[src/rtl/iq_pack_pkg.sv]
package iq_pack_pkg;
    typedef enum logic {
        ST_EMPTY = 1'b0,
        ST_HELD  = 1'b1
    } pair_state_t;
endpackage

[src/rtl/iq_word_fmt.sv]
module iq_word_fmt #(
    parameter int SAMPLE_W = 7,
    localparam int FIELD_W = SAMPLE_W + 1,
    localparam int WORD_W  = 2 * FIELD_W
) (
    input  logic [SAMPLE_W-1:0] i_s,
    input  logic [SAMPLE_W-1:0] q_s,
    output logic [WORD_W-1:0]   word
);
    // Field 0 carries I, field 1 carries Q; each has a zero pad on top
    for (genvar f = 0; f < 2; f++) begin : g_field
        logic [SAMPLE_W-1:0] src;
        assign src = (f == 0) ? i_s : q_s;
        assign word[f*FIELD_W +: FIELD_W] = {1'b0, ~src[SAMPLE_W-1], src[SAMPLE_W-2:0]};
    end
endmodule

[src/rtl/iq_pair_fsm.sv]
module iq_pair_fsm
    import iq_pack_pkg::*;
#(
    parameter int WORD_W = 16,
    localparam int OUT_W = 2 * WORD_W
) (
    input  logic              clk,
    input  logic              rst,
    input  logic              in_valid,
    input  logic [WORD_W-1:0] in_word,
    output logic              pair_done,
    output logic              wr_q,
    output logic [OUT_W-1:0]  word_q
);
    pair_state_t       state, state_nx;
    logic [WORD_W-1:0] held_q;

    always_comb begin
        state_nx  = state;
        pair_done = 1'b0;
        unique case (state)
            ST_EMPTY: if (in_valid) state_nx = ST_HELD;
            ST_HELD:  if (in_valid) begin
                state_nx  = ST_EMPTY;
                pair_done = 1'b1;
            end
            default:  state_nx = ST_EMPTY;
        endcase
    end

    // State register
    always_ff @(posedge clk) begin
        if (rst) state <= ST_EMPTY;
        else     state <= state_nx;
    end

    // Output registers
    always_ff @(posedge clk) begin
        if (rst) begin
            held_q <= '0;
            word_q <= '0;
            wr_q   <= 1'b0;
        end else begin
            wr_q <= pair_done;
            if (in_valid && state == ST_EMPTY) held_q <= in_word;
            if (pair_done) word_q <= {in_word, held_q};
        end
    end

    a_r4_wr_single: assert property (@(posedge clk) disable iff (rst)
        wr_q |=> !wr_q);
    a_r4_wr_after_pair: assert property (@(posedge clk) disable iff (rst)
        wr_q |-> ($past(in_valid) && $past(state) == ST_HELD));
    a_r5_idle_holds: assert property (@(posedge clk) disable iff (rst)
        !in_valid |=> $stable(state));
endmodule

[src/rtl/iq_pkt_counter.sv]
module iq_pkt_counter #(
    parameter int PKT_SAMPLES = 734,
    localparam int PAIRS = PKT_SAMPLES / 2,
    localparam int CNT_W = (PAIRS > 1) ? $clog2(PAIRS) : 1
) (
    input  logic clk,
    input  logic rst,
    input  logic pair_done,
    output logic pkt_q
);
    localparam logic [CNT_W-1:0] LAST = CNT_W'(PAIRS - 1);
    logic [CNT_W-1:0] cnt;

    always_ff @(posedge clk) begin
        if (rst) begin
            cnt   <= '0;
            pkt_q <= 1'b0;
        end else begin
            pkt_q <= pair_done && (cnt == LAST);
            if (pair_done) cnt <= (cnt == LAST) ? '0 : cnt + 1'b1;
        end
    end

    a_r7_cnt_range: assert property (@(posedge clk) disable iff (rst)
        cnt <= LAST);
    a_r6_pkt_at_last: assert property (@(posedge clk) disable iff (rst)
        pkt_q |-> ($past(cnt) == LAST && cnt == '0));
endmodule

[src/rtl/iq_pack_bridge.sv]
module iq_pack_bridge #(
    parameter int SAMPLE_W    = 7,
    parameter int PKT_SAMPLES = 734,
    localparam int WORD_W = 2 * (SAMPLE_W + 1),
    localparam int OUT_W  = 2 * WORD_W
) (
    input  logic                clk,
    input  logic                rst,
    input  logic                smp_valid,
    input  logic [SAMPLE_W-1:0] smp_i,
    input  logic [SAMPLE_W-1:0] smp_q,
    output logic                wr_en,
    output logic [OUT_W-1:0]    wr_word,
    output logic                pkt_end
);
    logic [WORD_W-1:0] fmt_word;
    logic              pair_done;
    logic              rst_d;

    iq_word_fmt #(.SAMPLE_W(SAMPLE_W)) u_fmt (
        .i_s  (smp_i),
        .q_s  (smp_q),
        .word (fmt_word)
    );

    iq_pair_fsm #(.WORD_W(WORD_W)) u_pair (
        .clk       (clk),
        .rst       (rst),
        .in_valid  (smp_valid),
        .in_word   (fmt_word),
        .pair_done (pair_done),
        .wr_q      (wr_en),
        .word_q    (wr_word)
    );

    iq_pkt_counter #(.PKT_SAMPLES(PKT_SAMPLES)) u_pkt (
        .clk       (clk),
        .rst       (rst),
        .pair_done (pair_done),
        .pkt_q     (pkt_end)
    );

    a_r6_pkt_with_wr: assert property (@(posedge clk) disable iff (rst)
        pkt_end |-> wr_en);
    a_r1_pads_zero: assert property (@(posedge clk) disable iff (rst)
        wr_en |-> (!wr_word[OUT_W-1] && !wr_word[OUT_W-1-SAMPLE_W-1]
                   && !wr_word[WORD_W-1] && !wr_word[SAMPLE_W]));

    always_ff @(posedge clk) begin
        rst_d <= rst;
        if (rst_d && !rst) begin
            a_r8_cleared: assert (!wr_en && !pkt_end && wr_word == '0);
        end
    end
endmodule

[config.mk]
export PLATFORM = sky130hd
export DESIGN_NAME = iq_pack_bridge
export DESIGN_NICKNAME = d
export VERILOG_FILES = /design/src/rtl/iq_pack_pkg.sv /design/src/rtl/iq_word_fmt.sv /design/src/rtl/iq_pair_fsm.sv /design/src/rtl/iq_pkt_counter.sv /design/src/rtl/iq_pack_bridge.sv
export SDC_FILE = /design/constraint.sdc
export NUM_CORES = 1
export LEC_CHECK = 0
export ABC_AREA = 1
export BUFFER_PORTS_ARGS = -buffer_cell sky130_fd_sc_hd__buf_4
export CORE_ASPECT_RATIO = 2
export CORE_MARGIN = 1
export CORE_UTILIZATION = 55
export CTS_BUF_LIST = sky130_fd_sc_hd__clkbuf_4 sky130_fd_sc_hd__clkbuf_8 sky130_fd_sc_hd__clkbuf_16
export CTS_CLUSTER_DIAMETER = 40
export DETAILED_ROUTE_END_ITERATION = 7
export PLACE_DENSITY = 0.79
export SYNTH_ARGS = -nofsm -noshare
export SYNTH_HDL_FRONTEND = slang
export SYNTH_HIERARCHICAL = 1
export SYNTH_SLANG_ARGS = --single-unit
export TNS_END_PERCENT = 100
[constraint.sdc]
create_clock -name clk -period 1.3 [get_ports clk]
set_input_delay 0.39 -clock clk [delete_from_list [all_inputs] [get_ports clk]]
set_output_delay 0.39 -clock clk [all_outputs]
set_load 0.05 [all_outputs]
==> metrics, run 1 <==
post-synthesis sequential area ratio=44.3%; Initial Util=57.8%; multi-input logic area=1120 µm²; Tot Pwr=4.60 mW; port bufs=50; die height=101 µm; max incr delay on CP=410 ps; Fmax=750 MHz; Layout Area Growth over Synthesis=21.7%; final hold slack=267 ps; final wirelength=5210 µm; Final Hold Fails=0; Final Worst Setup Slack=-34.2 ps; clock transition at the registers of the reported paths=60 ps; WS Path Type=flop to flop; Worst Skew=4.68 ps; synth warn=6; clk sinks=60; Overall Global Routing Usage=22.4%; pin count of the biggest net entering global routing=45; RSZ-0062 raised after global routing=yes; # IOs=51; clk root buf=clkbuf_8; crit path buf inv count=0; vias in the first global route=2171; fin nets=447; Worst path depth=5; first-pass GRT wire length=8760 µm; Crit. End Element=flop; Final Max Slew Viols=0; CP most frequent cell=o21ai_0; crit path from=u_pkt/cnt[1]; Hold Crit Class=input pin to flop; Slowest cell on crit path=dfxtp_1; # setup viols final=1; TritonCTS Buffers=9; Reg2Reg Setup Slack=-30 ps; final core utilization=70.3%; Crit Path Max Fanout=4; VDD IR max=0.00118 V; H-tree Lvls=3; Avg Inst Size Synth=7.02 µm²; std cell rows=35; Sum Neg Setup Slack=-34.2 ps; Leak Pwr=1.57 nW; min Tclk post-route=1330 ps; via count=2280; Starting DRT DRC Count=33; critical path arrival=1600 ps; Filler cells=385; pwr/cell area=1400 nW/µm²; cells along the critical path=ha_1 -> nand3_2 -> o21ai_0 -> o21ai_0 -> nor2_1; DR DRC count=0; antenna cells=0; CP Launch Type=flop; first drt pass iteration count=4; total gr overflow=0; HPWL after DPL=3640 µm; FF-to-FF Start=u_pkt/cnt[1]; Tcrit/Tclk final=103%; initial antenna violation count=0; Die ar.=5230 µm²; clock latency on the worst-skew pair=330 ps; placed insts=470; CP top delay family=compound AO/OA/AOI/OAI gates; RR Endpoint=u_pkt/cnt[4]; post-CTS setup buffer count=0; CTS tree=built; FF+latch count, synth=60; Longest Clk Path Bufs=2; Placer Congestion=0.780; Required @ worst endpoint=1570 ps; Worst R2R Path Depth=5; Distinct cells, synth=22; Avg WL per Cell=10.7 µm; Die Wd=51.6 µm; # Max-Cap Violations=0; final non-filler cell total=486; area occupied by registers=1200 µm²; Syn Std Cell Area=2710 µm²; via-per-instance ratio=4.69; Mapped Cells=386; layout cells sized above 1=24.6%; failing checks=setup timing; Antenna Nets Post-Route=0; area of the core=4690 µm²; crit path capture=u_pkt/cnt[4]; status=finished with violations
==> through the flow <==
step           area (µm²)  setup slack [ps]
2_1_floorplan        2710              60.6
5_1_grt              3300             -48.1
4_1_cts              3260              3.36
6_report             3300             -34.2
3_5_place_dp         3050             -95.7
3_3_place_gp         3050             -59.3
==> routing by layer <==
layer | global-route usage (%) | vias to the layer above | wire length, µm | share of wire [%]
li1 | - | 1187 | - | -
met1 | 21.6 | 1017 | 2050 | 39
met2 | 39.1 | 63 | 2820 | 54
met3 | 6.91 | 13 | 209 | 4.0
met4 | 15.6 | 0 | 131 | 2.5
met5 | 0 | - | 0 | 0
==> sequential cells by signal, indices dropped and copies added (netlist names) <==
register,flops
u_pair/word_q,32
u_pair/held_q,16
u_pkt/cnt,9
u_pair/state,1
u_pair/wr_q,1
u_pkt/pkt_q,1
==> layout make-up <==
| cell class | instances | share of cell area (%) |
|---|---|---|
| flip-flops and latches | 60 | 36.4 |
| multi-input cells | 251 | 33.9 |
| repair buffers | 58 | 16.1 |
| inverters | 46 | 5.24 |
| clock buffers | 12 | 4.82 |
| well taps | 55 | 2.09 |
| clock inverters | 4 | 1.44 |
==> placed cells by master, fill, tap and decap left out, drive strengths merged <==
cell type,Yosys,layout
conb,1,2
or2,1,1
clkinvlp,0,1
clkbuf,0,12
inv,46,46
nor2,111,111
nand4,2,2
nand3,9,9
nand2,114,114
bufinv,0,1
nor4,1,1
a21oi,2,2
dfxtp,60,60
buf,30,58
clkinv,0,2
ha,4,4
o21ai,3,3
xor2,2,2
==> worst reg2reg max path, stage by stage (launching register included) <==
cell and delay, ps:
dfxtp_1 410, ha_1 220, nand3_2 130, o21ai_0 260, o21ai_0 160, nor2_1 100
==> cell usage after synthesis <==
library cell,n,area (µm²)
buf_6,7,78.8
buf_4,16,120
nand2_2,12,75.1
nor2_2,13,81.3
buf_2,6,30.0
xor2_1,2,17.5
nand3_1,7,35.0
ha_1,4,50.1
inv_2,2,7.51
nor2_1,97,364
conb_1,1,3.75
buf_8,1,15.0
or2_2,1,6.26
nand2_1,102,383
inv_1,44,165
o21ai_0,3,15.0
nor4_1,1,6.26
nand4_1,2,12.5
dfxtp_1,60,1200
nand3_2,2,20.0
a21oi_1,2,10.0
nor2_4,1,11.3
==> worst min path at each step <==
| stage | from | to | slack (ps) | cells past startpoint |
|---|---|---|---|---|
| 2_1_floorplan | u_pair/held_q[7] | u_pair/held_q[7] | 450 | 2 |
| 3_3_place_gp | u_pair/held_q[6] | u_pair/held_q[6] | 460 | 2 |
| 3_5_place_dp | u_pair/held_q[11] | u_pair/held_q[11] | 460 | 2 |
| 4_1_cts | rst | u_pair/state | 250 | 2 |
| 5_1_grt | rst | u_pair/state | 270 | 2 |
| 6_report | rst | u_pair/state | 270 | 2 |
==> report_power, final <==
group / switching, mW / internal (mW) / total, mW
registers: 0.0687 / 1.97 / 2.03
clock network: 0.690 / 1.00 / 1.69
logic: 0.556 / 0.317 / 0.873
total: 1.32 / 3.29 / 4.60
==> repair_timing <==
action | 4_1_cts | 5_1_grt
resized for setup | 1 | 7
hold buffers | 0 | 0
setup endpoints to repair | 1 | 13
==> logic make-up after synthesis <==
logic type | count (synthesis) | share of synthesized area [%]
AND/OR/NAND/NOR | 238 | 36.7
buffers and inverters | 76 | 15.4
flip-flops | 60 | 44.3
AO/OA/AOI/OAI | 5 | 0.924
adder cells (fa/ha/maj) | 4 | 1.85
XOR/XNOR | 2 | 0.647
other | 1 | 0.138
Power figures use the tool's default switching activity.
==> run 2, diff against run 1 <==
==> constraint.sdc (replaced) <==
create_clock -name clk -period 1.6 [get_ports clk]
set_input_delay 0.48 -clock clk [delete_from_list [all_inputs] [get_ports clk]]
set_output_delay 0.48 -clock clk [all_outputs]
set_load 0.05 [all_outputs]
==> run 2 against run 1 <==
Against the previous run:
- the flow now finishes without violations
- hold slack gained 84 ps
- global-route usage fell by 0.34 points
- via count shrank 1.7%
- combinational power down 23%
- count of clock-buffer cells in the layout shrank 1
- routed wire length decreased by 3.6%
- non-clock buffer count is 2 lower
- core utilization shrank 2.2 points
==> metrics, run 2 (synthesis results as in run 1) <==
max FFs per register=32 (unchanged); Placer Congestion=0.819 (+5.1%); layout cells sized above 1=24.2% (-0.35 points); Largest Register=u_pair/word_q; clk sinks=60 (unchanged); status=finished clean; CP Launch Type=flop; Slowest cell on crit path=dfxtp_1; Final Hold Fails=0 (unchanged); met3 Resource Use GR=5.71% (-1.2 points); WS Path Type=flop to output pin; HPWL after DPL=3620 µm (-0.62%); # IOs=51 (unchanged); Starting DRT DRC Count=44 (+33%); Leak Pwr=1.54 nW (-1.6%); Sum Neg Setup Slack=0 ps (+34.2 ps); M1 GR Usage=23.1% (+1.6 points); std cell rows=35 (unchanged); hold path cells=2 (unchanged); first-pass GRT wire length=8610 µm (-1.7%); Fmax=727 MHz; total gr overflow=0 (unchanged); CTS Hold Bufs=0 (unchanged); via count=2241 (-1.7%); clock latency on the worst-skew pair=330 ps (about the same); via-per-instance ratio=4.63 (-1.3%); port bufs=50 (unchanged); layer with the highest usage=met2; Crit Path Max Fanout=2 (-2); final hold slack=351 ps (+84.2 ps); Antenna Nets Post-Route=0 (unchanged); RSZ-0062 raised after global routing=no; clk root buf=clkbuf_8; # Max-Cap Violations=0 (unchanged); VDD IR max=0.000984 V (-16%); critical path arrival=900 ps (-700 ps); final wirelength=5020 µm (-3.6%); Final Max Slew Viols=0 (unchanged); die height=101 µm (unchanged); Overall Global Routing Usage=22.1% (-0.34 points); Worst Skew=3.82 ps (-0.861 ps); TritonCTS Buffers=9 (unchanged); max incr delay on CP=350 ps (-60 ps); Hold Crit Class=input pin to flop; post_cts resized=0 (-1); first drt pass iteration count=5 (+1); DR DRC count=0 (unchanged); H-tree Lvls=3 (unchanged); Layout Area Growth over Synthesis=17.9%; Worst path depth=1 (-4); Longest Clk Path Bufs=2 (unchanged); CP top delay family=flip-flops; initial antenna violation count=0 (unchanged); fin nets=445 (-0.45%); Die ar.=5230 µm² (unchanged); crit path buf inv count=1 (+1); clock transition at the registers of the reported paths=60 ps (about the same); Die Wd=51.6 µm (unchanged); cells along the critical path=buf_4; vias in the first global route=2102 (-3.2%); biggest regs=u_pair/word_q x32, u_pair/held_q x16, u_pkt/cnt x9; min Tclk post-route=1380 ps; CTS tree=built; Tcrit/Tclk final=86.0%; area of the core=4690 µm² (unchanged); Required @ worst endpoint=1120 ps (-450 ps); Global Route met2 Usage=38.9% (-0.20 points); Crit. End Element=output pin; Initial Util=57.8% (unchanged); Avg WL per Cell=10.4 µm (-3.2%); most common cell after layout, fill and taps aside=nand2_1; pwr/cell area=1190 nW/µm² (-15%); post-CTS setup buffer count=0 (unchanged); Worst R2R Path Depth=7 (+2); most frequent cells in the layout=102 x nand2_1, 97 x nor2_1, 60 x dfxtp_1; antenna cells=0 (unchanged); # setup viols final=0 (-1); pin count of the biggest net entering global routing=33 (-27%)
run 2: through the flow:
step           cell area (µm²)  util [%]  total power [mW]  setup slack, ps  instances
2_1_floorplan             2710         -              2.21              271        387
5_1_grt                   3190      68.1              4.00              177        484
3_5_place_dp              2970      63.4              2.36             77.4        468
3_3_place_gp              2970      63.4              2.34              120        468
6_report                  3190      68.1              3.81              224        484
4_1_cts                   3190      68.1              3.86              197        484
run 2: final timing paths:
kind	startpoint	endpoint	slack, ps
setup / recovery	u_pair/word_q[28]	wr_word[28]	220
hold / removal	rst	u_pair/state	350
setup reg to reg	u_pair/state	u_pkt/cnt[7]	330
hold reg to reg	u_pair/held_q[7]	u_pair/held_q[7]	470
run 2: layout make-up:
class / instances / area, µm²
clock buffers: 11 / 145
clock inverters: 5 / 75.1
fillers: 409 / 1490
inverters: 46 / 173
multi-input cells: 251 / 1100
flip-flops and latches: 60 / 1200
well taps: 55 / 68.8
repair buffers: 56 / 433
run 2: power by group:
group          total, mW  switching [mW]  internal (mW)  leakage (nW)
sequential          1.65          0.0538           1.60         0.492
clock               1.49           0.558          0.928         0.116
combinational      0.673           0.447          0.226         0.933
run 2: per-layer routing:
layer	up-vias	part of all wire (%)
met5	-	0
met3	11	3.5
met2	47	53
li1	1185	-
met1	998	41
met4	0	2.6
==> run 3, diff against run 2 <==
--- a/config.mk
+++ b/config.mk
@@ -8,12 +8,12 @@
 export ABC_AREA = 1
 export BUFFER_PORTS_ARGS = -buffer_cell sky130_fd_sc_hd__buf_4
 export CORE_ASPECT_RATIO = 2
-export CORE_MARGIN = 1
+export CORE_MARGIN = 5
 export CORE_UTILIZATION = 55
 export CTS_BUF_LIST = sky130_fd_sc_hd__clkbuf_4 sky130_fd_sc_hd__clkbuf_8 sky130_fd_sc_hd__clkbuf_16
 export CTS_CLUSTER_DIAMETER = 40
 export DETAILED_ROUTE_END_ITERATION = 7
-export PLACE_DENSITY = 0.79
+export PLACE_DENSITY = 0.87
 export SYNTH_ARGS = -nofsm -noshare
 export SYNTH_HDL_FRONTEND = slang
 export SYNTH_HIERARCHICAL = 1
==> run 3 against run 2 <==
Against the previous run:
- register-to-register slack got worse by 20 ps
- cell count fell by 0.62%
- cell area decreased by 1.9%
- non-clock buffer count shrank 1
- combinational power about the same
- flip-flop and latch count did not move
==> metrics, run 3 (synthesis results as in run 1) <==
clock transition at the registers of the reported paths=60 ps (about the same); RSZ-0062 raised after global routing=no; combinational share of power=19.7% (+2.0 points); Initial Util=56.2% (-1.6 points); total gr overflow=0 (unchanged); initial antenna violation count=0 (unchanged); most frequent cells in the layout=102 x nand2_1, 97 x nor2_1, 60 x dfxtp_1; NetSw=1.00 mW (-5.5%); fin nets=444 (-0.22%); crit path buf inv count=1 (unchanged); Seq pwr share=48.2% (+4.9 points); CP top delay family=flip-flops; clk sinks=60 (unchanged); Final Hold Fails=0 (unchanged); Sum Neg Setup Slack=0 ps (unchanged); Sw Share=29.2% (+1.4 points); pin count of the biggest net entering global routing=53 (+61%); post-CTS setup buffer count=0 (unchanged); post_cts resized=0 (unchanged); via-per-instance ratio=4.76 (+2.8%); VDD IR max=0.000858 V (-13%); Slowest cell on crit path=dfxtp_1; H-tree Lvls=3 (unchanged); CTS Hold Bufs=0 (unchanged); status=finished clean; Die ar.=6510 µm² (+25%); CP Launch Type=flop; Worst Skew=3.55 ps (-0.271 ps); clock share of power=32.1% (-6.9 points); Die Wd=59.6 µm (+15%); biggest regs=u_pair/word_q x32, u_pair/held_q x16, u_pkt/cnt x9; TritonCTS Buffers=9 (unchanged); Tot Pwr=3.43 mW (-10%); most common cell after layout, fill and taps aside=nand2_1; # Max-Cap Violations=0 (unchanged); via count=2289 (+2.1%); max FFs per register=32 (unchanged); Leak Pwr=1.50 nW (-2.5%); final wirelength=5310 µm (+5.6%); Starting DRT DRC Count=73 (+66%); first-pass GRT wire length=9070 µm (+5.4%); max incr delay on CP=360 ps (about the same); Crit. End Element=output pin; Overall Global Routing Usage=18.5% (-3.5 points); port bufs=50 (unchanged); pwr/cell area=1090 nW/µm² (-8.3%); Fmax=726 MHz (-0.20%); # IOs=51 (unchanged); Final Worst Setup Slack=222 ps (-2.80 ps); HPWL after DPL=3820 µm (+5.6%); area of the core=4820 µm² (+2.9%); die height=109 µm (+7.9%); DR DRC count=0 (unchanged); clk root buf=clkbuf_8; vias in the first global route=2157 (+2.6%); std cell rows=36 (+2.9%); first drt pass iteration count=4 (-1); Largest Register=u_pair/word_q; critical path arrival=900 ps (about the same); Longest Clk Path Bufs=2 (unchanged); CTS tree=built; clock latency on the worst-skew pair=330 ps (about the same); Layout Area Growth over Synthesis=15.7%; Avg WL per Cell=11.0 µm (+6.3%); layout cells sized above 1=23.3% (-0.89 points); Final Max Slew Viols=0 (unchanged); Required @ worst endpoint=1120 ps (about the same); antenna cells=0 (unchanged); Power Internal=2.43 mW (-12%); Tcrit/Tclk final=86.1% (+0.17 points); Antenna Nets Post-Route=0 (unchanged); Placer Congestion=0.804 (-1.9%); Hold Crit Class=input pin to flop; min Tclk post-route=1380 ps (+2.80 ps); DP Worst Slack=120 ps (+42.5 ps); WS Path Type=flop to output pin; # setup viols final=0 (unchanged); cells along the critical path=buf_4; Crit Path Max Fanout=2 (unchanged)
==> run 3: cell types whose count changed in the layout (fill, tap and decap cells not counted) <==
cell / before / now
buf_12: 1 / 2
clkbuf_4: 1 / 2
clkinv_2: 3 / 0
buf_4: 55 / 53
bufinv_16: 2 / 0
==> run 3: power by group through the flow <==
| stage | registers [mW] | clock network, mW | logic, mW |
|---|---|---|---|
| after global placement | 1.68 | 0 | 0.664 |
| after CTS | 1.65 | 1.15 | 0.681 |
| final | 1.65 | 1.10 | 0.675 |
| after detailed placement | 1.68 | 0 | 0.678 |
| after floorplan | 1.88 | 0 | 0.333 |
| after global routing | 1.66 | 1.21 | 0.744 |
==> run 3: per-stage QoR <==
| stage | utilization, % | area, µm² | hold slack [ps] | cells |
|---|---|---|---|---|
| finish | 65.0 | 3130 | 354 | 481 |
| global route | 65.0 | 3130 | 360 | 481 |
| CTS | 65.0 | 3130 | 336 | 481 |
| detailed placement | 61.8 | 2980 | 465 | 469 |
| global placement | 61.8 | 2980 | 458 | 469 |
| floorplan | - | 2710 | 449 | 387 |
==> run 3: final timing paths <==
kind / start / end / slack (ps) / depth (start not counted)
worst min-delay path: rst / u_pair/state / 350 / 2
worst max-delay path: u_pair/word_q[17] / wr_word[17] / 220 / 1
worst min register to register: u_pair/word_q[15] / u_pair/word_q[15] / 470 / 2
worst max register to register: u_pkt/cnt[0] / u_pkt/cnt[0] / 310 / 7
==> run 3: metal layers <==
metal / track usage (%) / part of all wire [%] / vias to the layer above
met3: 5.45 / 6.9 / 21
met1: 18.9 / 38 / 1023
met4: 11.9 / 3.5 / 0
li1: - / - / 1177
met2: 31.7 / 52 / 68
met5: 0 / 0 / -
==> run 3: layout make-up <==
| type | instances | area, µm² |
|---|---|---|
| Fill cell | 411 | 1690 |
| Sequential cell | 60 | 1200 |
| Multi-Input combinational cell | 251 | 1100 |
| Timing Repair Buffer | 55 | 438 |
| Inverter | 46 | 173 |
| Clock buffer | 12 | 153 |
| Tap cell | 57 | 71.3 |
